--- src/rtl/cursor_overlay.sv ---
module cursor_overlay #(
  parameter int XW = 11,
  parameter int YW = 10,
  parameter int PW = 8,
  parameter int HXW = 6,
  parameter int HYW = 5,
  parameter int CW = 32,
  parameter int MINLOG = 4,
  parameter int BW = 5
) (
  input  logic            clk,
  input  logic            rst_n,
  input  logic            cur_en,
  input  logic [1:0]      cur_height,
  input  logic            blink_en,
  input  logic            blink_slow,
  input  logic [XW-1:0]   pos_x,
  input  logic [YW-1:0]   pos_y,
  input  logic [HXW-1:0]  hot_x,
  input  logic [HYW-1:0]  hot_y,
  input  logic [PW-1:0]   fg_color,
  input  logic [PW-1:0]   bg_color,
  input  logic [PW-1:0]   pix_mask,
  input  logic            vsync,
  input  logic            line_start,
  input  logic [XW-1:0]   beam_x,
  input  logic [YW-1:0]   beam_y,
  input  logic [PW-1:0]   scr_pix,
  output logic            fetch_req,
  output logic [MINLOG+2:0] fetch_row,
  input  logic            fetch_valid,
  input  logic [CW-1:0]   plane_a,
  input  logic [CW-1:0]   plane_b,
  output logic [PW-1:0]   out_pix
);
  localparam int XS = XW + 2;
  localparam int YS = YW + 2;
  localparam int CB = $clog2(CW);
  localparam int RW = MINLOG + 3;

  logic [XS-1:0] left_x, dx;
  logic [YS-1:0] top_y, dy, lines;
  logic          in_x, in_y, line_ok, blink_on, show;
  logic [CB-1:0] col, bsel;
  logic [1:0]    code;
  logic [PW-1:0] cur_pix, mixed;

  logic [CW-1:0] pa_q, pb_q;
  logic [RW-1:0] line_row;
  logic          line_vld;
  logic          vs_q;
  logic [BW-1:0] blink_cnt;

  assign left_x = {2'b00, pos_x} - XS'(hot_x);
  assign top_y  = {2'b00, pos_y} - YS'(hot_y);
  assign dx     = {2'b00, beam_x} - left_x;
  assign dy     = {2'b00, beam_y} - top_y;
  assign lines  = YS'(1) << (MINLOG + int'(cur_height));

  assign in_x = !dx[XS-1] && (dx < XS'(CW));
  assign in_y = !dy[YS-1] && (dy < lines);

  assign col  = dx[CB-1:0];
  assign bsel = CB'(CW - 1) - col;
  assign code = {pa_q[bsel], pb_q[bsel]};

  always_comb begin
    case (code)
      2'b00:   cur_pix = bg_color;
      2'b01:   cur_pix = fg_color;
      2'b10:   cur_pix = scr_pix;
      default: cur_pix = ~scr_pix;
    endcase
  end

  assign mixed    = (scr_pix & ~pix_mask) | (cur_pix & pix_mask);
  assign line_ok  = line_vld && (line_row == dy[RW-1:0]);
  assign blink_on = !blink_en || !(blink_slow ? blink_cnt[BW-1] : blink_cnt[BW-2]);
  assign show     = cur_en && in_x && in_y && line_ok && blink_on;

  always_ff @(posedge clk) begin
    if (!rst_n) begin
      fetch_req <= 1'b0;
      fetch_row <= '0;
      line_vld  <= 1'b0;
      line_row  <= '0;
      pa_q      <= '0;
      pb_q      <= '0;
    end else begin
      fetch_req <= 1'b0;
      if (line_start) begin
        line_vld <= 1'b0;
        if (cur_en && in_y) begin
          fetch_req <= 1'b1;
          fetch_row <= dy[RW-1:0];
        end
      end else if (fetch_valid) begin
        pa_q     <= plane_a;
        pb_q     <= plane_b;
        line_row <= fetch_row;
        line_vld <= 1'b1;
      end
    end
  end

  always_ff @(posedge clk) begin
    if (!rst_n) begin
      vs_q      <= 1'b0;
      blink_cnt <= '0;
    end else begin
      vs_q <= vsync;
      if (!blink_en)
        blink_cnt <= '0;
      else if (vsync && !vs_q)
        blink_cnt <= blink_cnt + 1'b1;
    end
  end

  always_ff @(posedge clk) begin
    if (!rst_n) out_pix <= '0;
    else        out_pix <= show ? mixed : scr_pix;
  end
endmodule

--- config.mk ---
export PLATFORM = sky130hd
export DESIGN_NAME = cursor_overlay
export DESIGN_NICKNAME = d
export VERILOG_FILES = /design/src/rtl/cursor_overlay.sv
export SDC_FILE = /design/constraint.sdc
export NUM_CORES = 1
export LEC_CHECK = 0
export BUFFER_PORTS_ARGS = -buffer_cell sky130_fd_sc_hd__buf_2
export CORE_MARGIN = 10
export CORE_UTILIZATION = 54
export DETAILED_ROUTE_END_ITERATION = 10
export HOLD_SLACK_MARGIN = 0.12
export PLACE_DENSITY = 0.79
export SLEW_MARGIN = 20
export SYNTH_ARGS = -nofsm -noshare
export SYNTH_HDL_FRONTEND = slang
export SYNTH_SLANG_ARGS = --single-unit
export TNS_END_PERCENT = 100
--- constraint.sdc ---
create_clock -name clk -period 6.9 [get_ports clk]
set_clock_uncertainty 0.1 [all_clocks]
set_input_delay 0.69 -clock clk [delete_from_list [all_inputs] [get_ports clk]]
set_output_delay 0.69 -clock clk [all_outputs]
set_load 0.02 [all_outputs]
# After elaboration in Yosys (flattened, before gate mapping)
# Cells that the tools add are included.
# W data, S select, Z words.
[totals]
reg_bits = 94
mem_bits_ro = 0
output_inout_bits = 16
ram_bits = 0
in_bits = 159
latchBits = 0
word_cells = 59
memories = 0
[op_classes]
add_sub_neg = 7
muxes = 8
order_cmp = 3
bitwise = 7
eq_ne = 3
n_shift = 1
multipliers = 0
div_mod_pow = 0
reduce_logical = 21
[ops]
columns = ["cell", "n"]
rows = [
  ["$pmux W8 S3", 1],
  ["$and A8 B8 Y8", 2],
  ["$not A8 Y8", 2],
  ["$lt A13 B6 Y1 const B", 1],
  ["$sub A12 B12 Y13", 1],
  ["$lt A12 B12 Y1", 1],
  ["$shl A1 B4 Y12 const A", 1],
  ["$sub A11 B11 Y12", 1],
  ["$sub A11 B6 Y12", 1],
  ["$sub A10 B5 Y11", 1],
  ["$bmux W1 S5", 2],
  ["$logic_and A1 B1 Y1", 9],
  ["$mux W8", 1],
  ["$or A8 B8 Y8", 1],
  ["$reduce_and A2 Y1", 4],
  ["$eq A7 B7 Y1", 1],
  ["$lt A5 B6 Y1 const B", 1],
  ["$add A5 B1 Y5 const B", 1],
  ["$logic_not A1 Y1", 5],
  ["$sub A5 B5 Y5 const A", 1],
  ["$add A3 B2 Y4 const A", 1],
  ["$mux W1", 4],
  ["$eq A2 B1 Y1 const B", 1],
  ["$eq A2 B2 Y1 const B", 1],
  ["other kinds (4)", 5],
]

# Logic depth before layout (Yosys ltp)
# Gate-level depths: netlist (run 1).
[logic_depth]
word_depth = 10
ltp_mapped = 23
depth_no_buf = 21

# Worst setup path before layout (run 1)
# OpenSTA, ideal clock, no wires.
[synth_timing]
kind = "in2reg"
startpoint = "input port pos_x[0]"
endpoint = "register out_pix[0]"
n_path_buf = 2
t_required_ns = 6.678
t_arrival_ns = 4.831
setup_ns = 0.122
path_stages = 20
setup_slack_ns = 1.847
path_cell_list = "inv_1 > ha_1 > inv_1 > fa_1 > a21o_1 > a21oi_1 > o21bai_1 > a21oi_1 > xnor2_1 > ha_1 > or3b_2 > o211ai_1 > or4_1 > a2111o_1 > nand4b_1 > a2111o_1 > buf_6 > or2_0 > buf_6 > a221o_1"
[synth_between]
elab_chain_len = 10
word_cells_on_any_way = 21
cone_classes = "add/sub (3); order compare (1); eq/ne (2); mux (6); bitwise (2); reduce/logical (7)"
[synth_rtl]
columns = ["element", "line_no", "text"]
rows = [
  ["from (decl)", "17", "input logic [XW-1:0] pos_x,"],
  ["$sub A11 B6 Y12 (*)", "54", "assign left_x = {2'b00, pos_x} - XS'(hot_x);"],
  ["$sub A12 B12 Y13 (*)", "56", "assign dx = {2'b00, beam_x} - left_x;"],
  ["$sub A5 B5 Y5", "64", "assign bsel = CB'(CW - 1) - col;"],
  ["$bmux W1 S5", "65", "assign code = {pa_q[bsel], pb_q[bsel]};"],
  ["$mux W1 (not written as such)", "65", ""],
  ["$eq A2 B2 Y1 (tied with other cells)", "68", "case (code)"],
  ["$pmux W8 S3", "68", ""],
  ["$and A8 B8 Y8", "76", "assign mixed = (scr_pix & ~pix_mask) | (cur_pix & pix_mask);"],
  ["$or A8 B8 Y8", "76", ""],
  ["$mux W8 (*)", "121", "else out_pix <= show ? mixed : scr_pix;"],
  ["to (signal assigned)", "121", ""],
  ["to (decl)", "34", "output logic [PW-1:0] out_pix"],
]
# Mark *: on every way between the ends. The rest lies on a longest branch, timed or not. The select of a mux whose other input is x is not followed.
# A chain may end at the register's enable or synchronous reset.

# Worst setup path in the final report (run 1)
[layout_timing]
startpoint = "input port pos_x[0]"
endpoint = "register out_pix[6]"
# Same word-level chain as after synthesis.

==> results.yml, run 1 <==
power:
  powerDensity_nw_per_um2: 221
  clockPowerShare_pct: 30.7
  power_switching_mw: 0.540
  combPwrFrac_pct: 35.4
  p_leak_nw: 3.56
  ir_worst_vdd_mv: 0.157
  p_sw_share_pct: 31.6
  pwr-share-seq_pct: 33.9
  internal_power_mw: 1.17
clock_tree:
  ctsHoldBuffers: 0
  h-tree-depth: 3
  cts_root_buf: "clkbuf_16"
  tritoncts: "yes"
  clk_path_buf_depth: 2
  cts.reportedPaths.clkPinSlew_ns: 0.06
  cts_num_sinks: 94
  numCtsBuffers: 9
  ctsResizeCount: 0
  clock_latency_ns: 0.34
  postCtsSetupRepairBufs: 0
logic_synthesis:
  syn_avg_cell_area_um2: 8.21
  synthCells: 793
  yosysTopAreaCellShare_pct: 28.9
  yosysUniqueCellTypes: 61
  ys_seq_area_share_pct: 28.9
  synth.top_cells.by_count: "173 x nand2_1, 94 x dfxtp_1, 76 x a21boi_0, 47 x inv_1, 41 x clkbuf_1"
  yosys_warnings: 0
  ys_ff_latch: 94
  synth_largest_area_cell: "dfxtp_1"
  synthFlopType: "dfxtp_1"
  synthArstFlopShare_pct: 0
  synth_edf_count: 0
  synth.net_count: 993
  synth_most_common_cell: "nand2_1"
  syn_area_um2: 6510
  yosys-top-cells-area: "dfxtp_1 29%, nand2_1 10%, a21boi_0 8.8%"
floorplan:
  coreArea_um2: 11900
  fp-row-count: 40
  initial_core_util_pct: 54.7
  die_area_um2: 16900
  fp.dieW_um: 130
  ioPinCount: 175
  die_height_um: 130
route:
  first_pass_iters: 5
  wl_per_cell_um: 15.3
  drt_iter0_markers: 458
  vias: 5992
  final_antenna_net_count: 0
  wl_um: 16700
  drc_errors: 0
  via_per_inst: 5.50
place:
  dp.cells: 1074
  placed_area_um2: 7430
  portBuffers: 174
  place.gp.congestion: 0.882
  hpwl_um: 12600
timing:
  tns_ns: 0
  timing.fmax_mhz: 189
  fin_crit_ns: 5.29
  maxSlewViolCount: 0
  tightest_slew_ns: 0.934
  maxSlewHeadroom_pct: 37.2
  rsz0062_at_grt: "no"
  setup_violations: 0
  finalCritPeriodShare_pct: 76.7
  hold_viol_final: 0
cells_and_area:
  areaGrowthSynthToFinish_pct: 19.0
  multiInputGateArea_um2: 4280
  nets: 1138
  drive_gt1_share_pct: 23.6
  n_fill_cell: 1052
  fin_cells: 1089
  stdcell_area_um2: 7750
  fin_util_pct: 65.1
  final-seq-area_um2: 1880
  antenna_cells: 0
min_path:
  min_path_type: "reg2reg"
  hold_depth: 2
critical_path:
  crit_chain: "buf_2 -> inv_1 -> ha_1 -> inv_1 -> fa_1 -> a21o_1 -> a21oi_1 -> o21bai_1 -> a21oi_1 -> xnor2_1 -> ha_1 -> or3b_2 -> o211ai_1 -> or4_1 -> a2111o_1 -> nand4b_1 -> a2111o_1 -> or2_0 -> a221o_1"
  worst_setup_path_start_kind: "primary input"
  required_ns: 7.02
  crit_fanout: 9
  cpMaxStageDelayCell: "a2111o_1"
  cpPeakStageDelay_ns: 0.58
  arrival_ns: 5.41
  endpoint_kind: "register"
  reg2reg_depth: 8
  path_class: "in2reg"
global_routing:
  grt-ovfl-total: 0
  grt_usage_pct: 19.6
  grt_antenna_before_repair: 0
  grt_max_degree: 107
  grt_pass1_wl_um: 27400
  grt_pass1_vias: 5932
job:
  drv_cap: 0
outcome:
  status: "completed"
worst paths after layout:
path	slack [ns]	start	end
hold / removal	0.36	pb_q[27]	pb_q[27]
setup reg to reg	3.57	line_row[0]	out_pix[6]
setup / recovery	1.61	pos_x[0]	out_pix[6]
hold reg to reg	0.36	pb_q[27]	pb_q[27]
logic make-up after synthesis:
kind of cell	count (synthesis)	share of synthesized area [%]
compound gates	181	20.4
xor+xnor	30	4.27
fa+ha+maj	41	8.34
buf+inv	94	5.71
flops	94	28.9
mux	54	11.8
simple gates	299	20.6
layer usage:
metal | wire [um] | vias to the layer above | global-route usage (%) | part of all wire (%)
li1 | - | 3068 | - | -
met1 | 7420 | 2746 | 24.8 | 44
met2 | 7850 | 155 | 32.5 | 47
met3 | 1110 | 23 | 4.42 | 6.7
met4 | 323 | 0 | 5.89 | 1.9
met5 | 0 | - | 0 | 0
through the flow:
stage / worst slack (ns) / total power, mW / hold slack [ns]
finish: 1.61 / 1.71 / 0.365
floorplan: 1.85 / 1.03 / 0.340
detailed placement: 1.30 / 1.19 / 0.357
global route: 1.10 / 1.81 / 0.376
global placement: 1.37 / 1.19 / 0.349
CTS: 1.63 / 1.72 / 0.366
critical path, delay by kind of cell:
family	cells	cell delay, ns
compound gates	8	2.16
simple gates	4	1.36
fa+ha+maj	3	0.86
buf+inv	3	0.20
xor+xnor	1	0.15
cell type report:
type	count	area share (%)
multi-input cells	605	55.1
well taps	147	2.37
clock buffers	12	3.18
clock inverters	3	0.888
inverters	48	2.32
repair buffers	180	11.8
flip-flops and latches	94	24.3
state kept, by name, summed over array words and instances (netlist names):
signal,flops
line_vld,1
pa_q,32
fetch_row,7
fetch_req,1
vs_q,1
pb_q,32
blink_cnt,5
line_row,7
out_pix,8
placed cells by master, fill, tap and decap left out, types with 3 or more instances in the layout:
master and instances:
buf_2 174, nand2_1 172, dfxtp_1 94, a21boi_0 76
inv_1 47, nor2_1 40, ha_1 36, mux2i_1 35
o21ai_0 24, a21oi_1 23, xnor2_1 18, mux4_2 18
nand2b_1 14, nor4_1 12, and2_1 12, o211a_1 11
xor2_1 11, nor3_1 11, clkbuf_16 9, a221o_1 8
nand3_1 8, buf_4 6, or4_1 5, nor2b_1 5
o211ai_1 4, or3_1 4, fa_1 4, a2111o_1 3
or2_2 3, o21a_1 3, o2111ai_1 3, a21o_1 3
power by group through the flow:
stage	Combinational, mW	Clock [mW]	Sequential [mW]
finish	0.605	0.526	0.580
global placement	0.595	0	0.591
floorplan	0.434	0	0.597
global route	0.675	0.555	0.583
detailed placement	0.601	0	0.592
CTS	0.605	0.533	0.580
Power figures use the tool's default switching activity.
==> inputs of run 2 (changes only) <==
CORE_UTILIZATION = 49   (was 54)
PLACE_DENSITY = 0.75   (was 0.79)
clock period = 4.65 ns   (was 6.9 ns; I/O delays follow)
==> results.yml, run 2 (synthesis gave the netlist of run 1 again) <==
power:
  pwr-share-seq_pct: 31.8
  combPwrFrac_pct: 39.9
  p_leak_nw: 3.90
  power_switching_mw: 0.891
  internal_power_mw: 1.82
  ir_worst_vdd_mv: 0.220
  clockPowerShare_pct: 28.3
  p_total_mw: 2.71
  powerDensity_nw_per_um2: 322
  p_sw_share_pct: 32.9
floorplan:
  coreArea_um2: 13100
  die_height_um: 135
  fp-row-count: 42
  initial_core_util_pct: 49.6
  die_area_um2: 18300
  ioPinCount: 175
  fp.dieW_um: 135
job:
  drv_cap: 0
cells_and_area:
  stdcell_area_um2: 8430
  n_fill_cell: 1126
  mostFrequentLayoutCell: "buf_2"
  areaGrowthSynthToFinish_pct: 29.4
  largestRegisters: "pa_q x32, pb_q x32, out_pix x8"
  fin_cells: 1184
  drive_gt1_share_pct: 31.2
  multiInputGateArea_um2: 4400
  nets: 1203
  mostFrequentLayoutCells: "173 x buf_2, 171 x nand2_1, 94 x dfxtp_1"
  antenna_cells: 0
  final-seq-area_um2: 1880
place:
  pre_cts_slack_ns: -0.282
  portBuffers: 174
  place.gp.congestion: 0.840
  hpwl_um: 13600
  placed_area_um2: 7940
  dp.cells: 1163
critical_path:
  cpPeakStageDelay_ns: 0.50
  required_ns: 4.78
  rr_startpoint: "line_row[5]"
  path_class: "in2reg"
  critPathTopFamily: "compound AO/OA/AOI/OAI gates"
  critical_path_buf_inv_count: 4
  cpMaxStageDelayCell: "or4_1"
  crit_cells: 20
  endpoint_kind: "register"
  reg2reg_depth: 9
  arrival_ns: 4.71
  reg2reg_slack_ns: 1.58
  crit_end: "out_pix[7]"
  crit_fanout: 8
  crit_chain: "buf_6 -> inv_4 -> ha_4 -> inv_4 -> fa_2 -> a21o_1 -> a21oi_2 -> o21bai_1 -> a21oi_2 -> xnor2_1 -> ha_1 -> or3b_4 -> o211ai_1 -> or4_1 -> a2111o_1 -> nand4b_1 -> a2111o_1 -> or2_1 -> buf_6 -> a221o_1"
  worst_setup_path_start_kind: "primary input"
  crit_start: "pos_x[0]"
  regToRegEndpoint: "out_pix[7]"
global_routing:
  grt_pass1_wl_um: 28600
  grt-ovfl-total: 0
  grt_max_degree: 72
  grt_antenna_before_repair: 0
  grt_pass1_vias: 6222
  grt_usage_pct: 18.6
timing:
  tightest_slew_ns: 0.732
  setup_violations: 0
  rsz0062_at_grt: "yes"
  finalCritPeriodShare_pct: 98.4
  tns_ns: 0
  setup_ws_ns: 0.0724
  timing.fmax_mhz: 218
  hold_viol_final: 0
  maxSlewHeadroom_pct: 51.2
  maxSlewViolCount: 0
  fin_crit_ns: 4.58
min_path:
  min_path_type: "in2reg"
  hold_depth: 2
clock_tree:
  tritoncts: "yes"
  cts_root_buf: "clkbuf_16"
  numCtsBuffers: 9
  cts.reportedPaths.clkPinSlew_ns: 0.07
  clock_latency_ns: 0.34
  h-tree-depth: 3
  clk_path_buf_depth: 2
  cts_num_sinks: 94
route:
  first_pass_iters: 6
  drc_errors: 0
  via_per_inst: 5.30
  final_antenna_net_count: 0
  wl_um: 17500
  drt_iter0_markers: 311
  vias: 6272
  wl_per_cell_um: 14.8
outcome:
  status: "completed"
[run 2: cell type report]
cell class,count,share of cell area (%)
clock buffer,9,2.67
clock inverter,7,1.08
inverter,48,2.20
multi-input combinational,605,52.2
sequential,94,22.3
tap,176,2.61
timing repair buffer,245,16.9
[run 2: layer usage]
metal / vias to the layer above / GRT usage (%) / wire (um)
li1: 3201 / - / -
met1: 2873 / 23.4 / 7720
met2: 178 / 31.0 / 8360
met3: 20 / 4.15 / 1130
met4: 0 / 5.86 / 304
met5: - / 0 / 0
[run 2: power groups by stage]
stage	clock network, mW	registers (mW)	logic [mW]
after global routing	0.818	0.865	1.20
after CTS	0.782	0.861	1.04
after floorplan	0	0.887	0.649
after detailed placement	0	0.880	1.03
final	0.767	0.861	1.08
after global placement	0	0.879	1.02
[run 2: worst min path at each step]
stage / from / to / slack (ns)
after floorplan: pa_q[10] / pa_q[10] / 0.34
after global placement: pa_q[27] / pa_q[27] / 0.35
after detailed placement: pb_q[23] / pb_q[23] / 0.36
after CTS: vsync / vs_q / 0.22
after global routing: vsync / vs_q / 0.24
final: vsync / vs_q / 0.23
[run 2: metrics by stage]
| step | hold slack (ns) | util, % |
|---|---|---|
| CTS | 0.224 | 62.9 |
| detailed placement | 0.357 | 60.5 |
| global route | 0.239 | 64.2 |
| global placement | 0.348 | 60.5 |
| finish | 0.231 | 64.2 |
| floorplan | 0.340 | - |
[run 2: timing repair]
| item | 4_1_cts | 5_1_grt |
|---|---|---|
| gates resized for setup | 0 | 39 |
| hold buffers | 0 | 0 |
| endpoints found under the setup margin | 0 | 15 |
| setup buffers | 0 | 5 |
==> inputs of run 3 (changes only) <==
BUFFER_PORTS_ARGS = default   (was -buffer_cell sky130_fd_sc_hd__buf_2)
CORE_UTILIZATION = 59   (was 49)
DONT_BUFFER_PORTS = 1   (was default)
==> results.yml, run 3 (synthesis gave the netlist of run 1 again) <==
floorplan:
  fp-row-count: 38
  die_area_um2: 15600
  ioPinCount: 175
  fp.dieW_um: 125
  initial_core_util_pct: 60.1
  coreArea_um2: 10800
  die_height_um: 125
route:
  vias: 5643
  wl_per_cell_um: 17.7
  drt_iter0_markers: 287
  final_antenna_net_count: 0
  wl_um: 17000
  first_pass_iters: 4
  via_per_inst: 5.87
  drc_errors: 0
min_path:
  min_path_type: "in2reg"
  min-delay-start: "plane_a[15]"
critical_path:
  required_ns: 4.80
  arrival_ns: 4.56
  endpoint_kind: "register"
  worst_path_most_repeated_cell: "o21ai_0"
  cpPeakStageDelay_ns: 0.41
  crit_fanout: 17
  crit_chain: "inv_1 -> ha_1 -> inv_1 -> fa_1 -> buf_4 -> a21oi_2 -> o21ai_0 -> o21ai_0 -> ha_2 -> buf_4 -> o21ai_0 -> a21oi_1 -> a41oi_1 -> ha_1 -> o21ai_0 -> a21oi_1 -> a2111oi_2 -> o211ai_1 -> or3_1 -> buf_6 -> o211a_1 -> a221o_1"
  worst_setup_path_start_kind: "primary input"
  path_class: "in2reg"
  rr_startpoint: "line_row[1]"
  crit_start: "pos_y[0]"
  cpMaxStageDelayCell: "fa_1"
global_routing:
  grt_pass1_wl_um: 27500
  grt-ovfl-total: 0
  grt_max_degree: 106
  grt_usage_pct: 20.5
  grt_pass1_vias: 5811
  grt_antenna_before_repair: 0
clock_tree:
  clk_path_buf_depth: 2
  clock_latency_ns: 0.36
  cts_root_buf: "clkbuf_8"
  cts.reportedPaths.clkPinSlew_ns: 0.09
  h-tree-depth: 3
  numCtsBuffers: 9
  cts_num_sinks: 94
  tritoncts: "yes"
cells_and_area:
  stdcell_area_um2: 7230
  fin_util_pct: 66.7
  nets: 1016
  mostFrequentLayoutCell: "nand2_1"
  largestRegisters: "pa_q x32, pb_q x32, out_pix x8"
  antenna_cells: 0
  drive_gt1_share_pct: 12.3
  areaGrowthSynthToFinish_pct: 11.1
  mostFrequentLayoutCells: "171 x nand2_1, 94 x dfxtp_1, 76 x a21boi_0"
timing:
  maxSlewViolCount: 0
  tightest_slew_ns: 0.729
  fin_crit_ns: 4.41
  setup_violations: 0
  finalCritPeriodShare_pct: 94.8
  timing.fmax_mhz: 227
  hold_viol_final: 0
  maxSlewHeadroom_pct: 51.4
power:
  p_total_mw: 2.29
  ir_worst_vdd_mv: 0.204
  p_sw_share_pct: 34.3
  powerDensity_nw_per_um2: 316
  internal_power_mw: 1.50
  combPwrFrac_pct: 40.0
  p_leak_nw: 3.06
  pwr-share-seq_pct: 38.3
  power_switching_mw: 0.785
  clockPowerShare_pct: 21.6
place:
  place.gp.congestion: 0.894
  hpwl_um: 13100
  portBuffers: 0
  placed_area_um2: 6870
outcome:
  status: "completed"
job:
  drv_cap: 0
==> run 3: cell type report <==
type                    count  area, um^2
repair buffers             58         472
fillers                   966        3610
inverters                  48         180
well taps                 140         175
clock buffers              12         145
multi-input cells         605        4350
clock inverters             4        30.0
flip-flops and latches     94        1880
==> run 3: critical path: cells and delay by family <==
| kind | cells | cell delay [ns] |
|---|---|---|
| AOI/OAI and AO/OA | 12 | 1.93 |
| adders and majority gates | 4 | 1.21 |
| buffers and inverters | 5 | 0.61 |
| and+or+nand+nor | 1 | 0.35 |
==> run 3: path summary, 6_finish.rpt <==
path / end / slack, ns / cells after the start
worst min register to register: pb_q[31] / 0.37 / 2
worst max register to register: out_pix[2] / 1.58 / 9
worst min-delay path: pa_q[15] / 0.14 / 2
worst max-delay path: out_pix[3] / 0.24 / 22
==> run 3: what timing repair did <==
item / CTS / global route
gates resized for setup: 0 / 13
hold buffers: 13 / 0
endpoints found under the setup margin: 0 / 13
buffers inserted: 0 / 1
endpoints found under the hold margin: 12 / 0
==> run 3: metrics by stage <==
stage	setup WS (ns)	instances	TNS (ns)	hold WS [ns]
2_1_floorplan	0.000294	793	0	0.340
3_3_place_gp	-0.0653	931	-0.507	0.346
3_5_place_dp	-0.189	931	-1.94	0.356
4_1_cts	0.164	960	0	0.120
5_1_grt	-0.0283	961	-0.0979	0.125
6_report	0.240	961	0	0.139
==> run 3: routing by layer <==
| layer | global-route usage, % | wire length, um | up-vias |
|---|---|---|---|
| li1 | - | - | 2811 |
| met1 | 22.5 | 6890 | 2669 |
| met2 | 36.7 | 8660 | 143 |
| met3 | 6.38 | 1210 | 20 |
| met4 | 6.57 | 240 | 0 |
| met5 | 0 | 0 | - |
==> run 3: power groups by stage <==
stage	logic [mW]	registers, mW	clock network, mW
2_1_floorplan	0.649	0.887	0
3_3_place_gp	0.855	0.894	0
3_5_place_dp	0.881	0.896	0
4_1_cts	0.895	0.877	0.506
5_1_grt	1.01	0.881	0.539
6_report	0.916	0.877	0.494
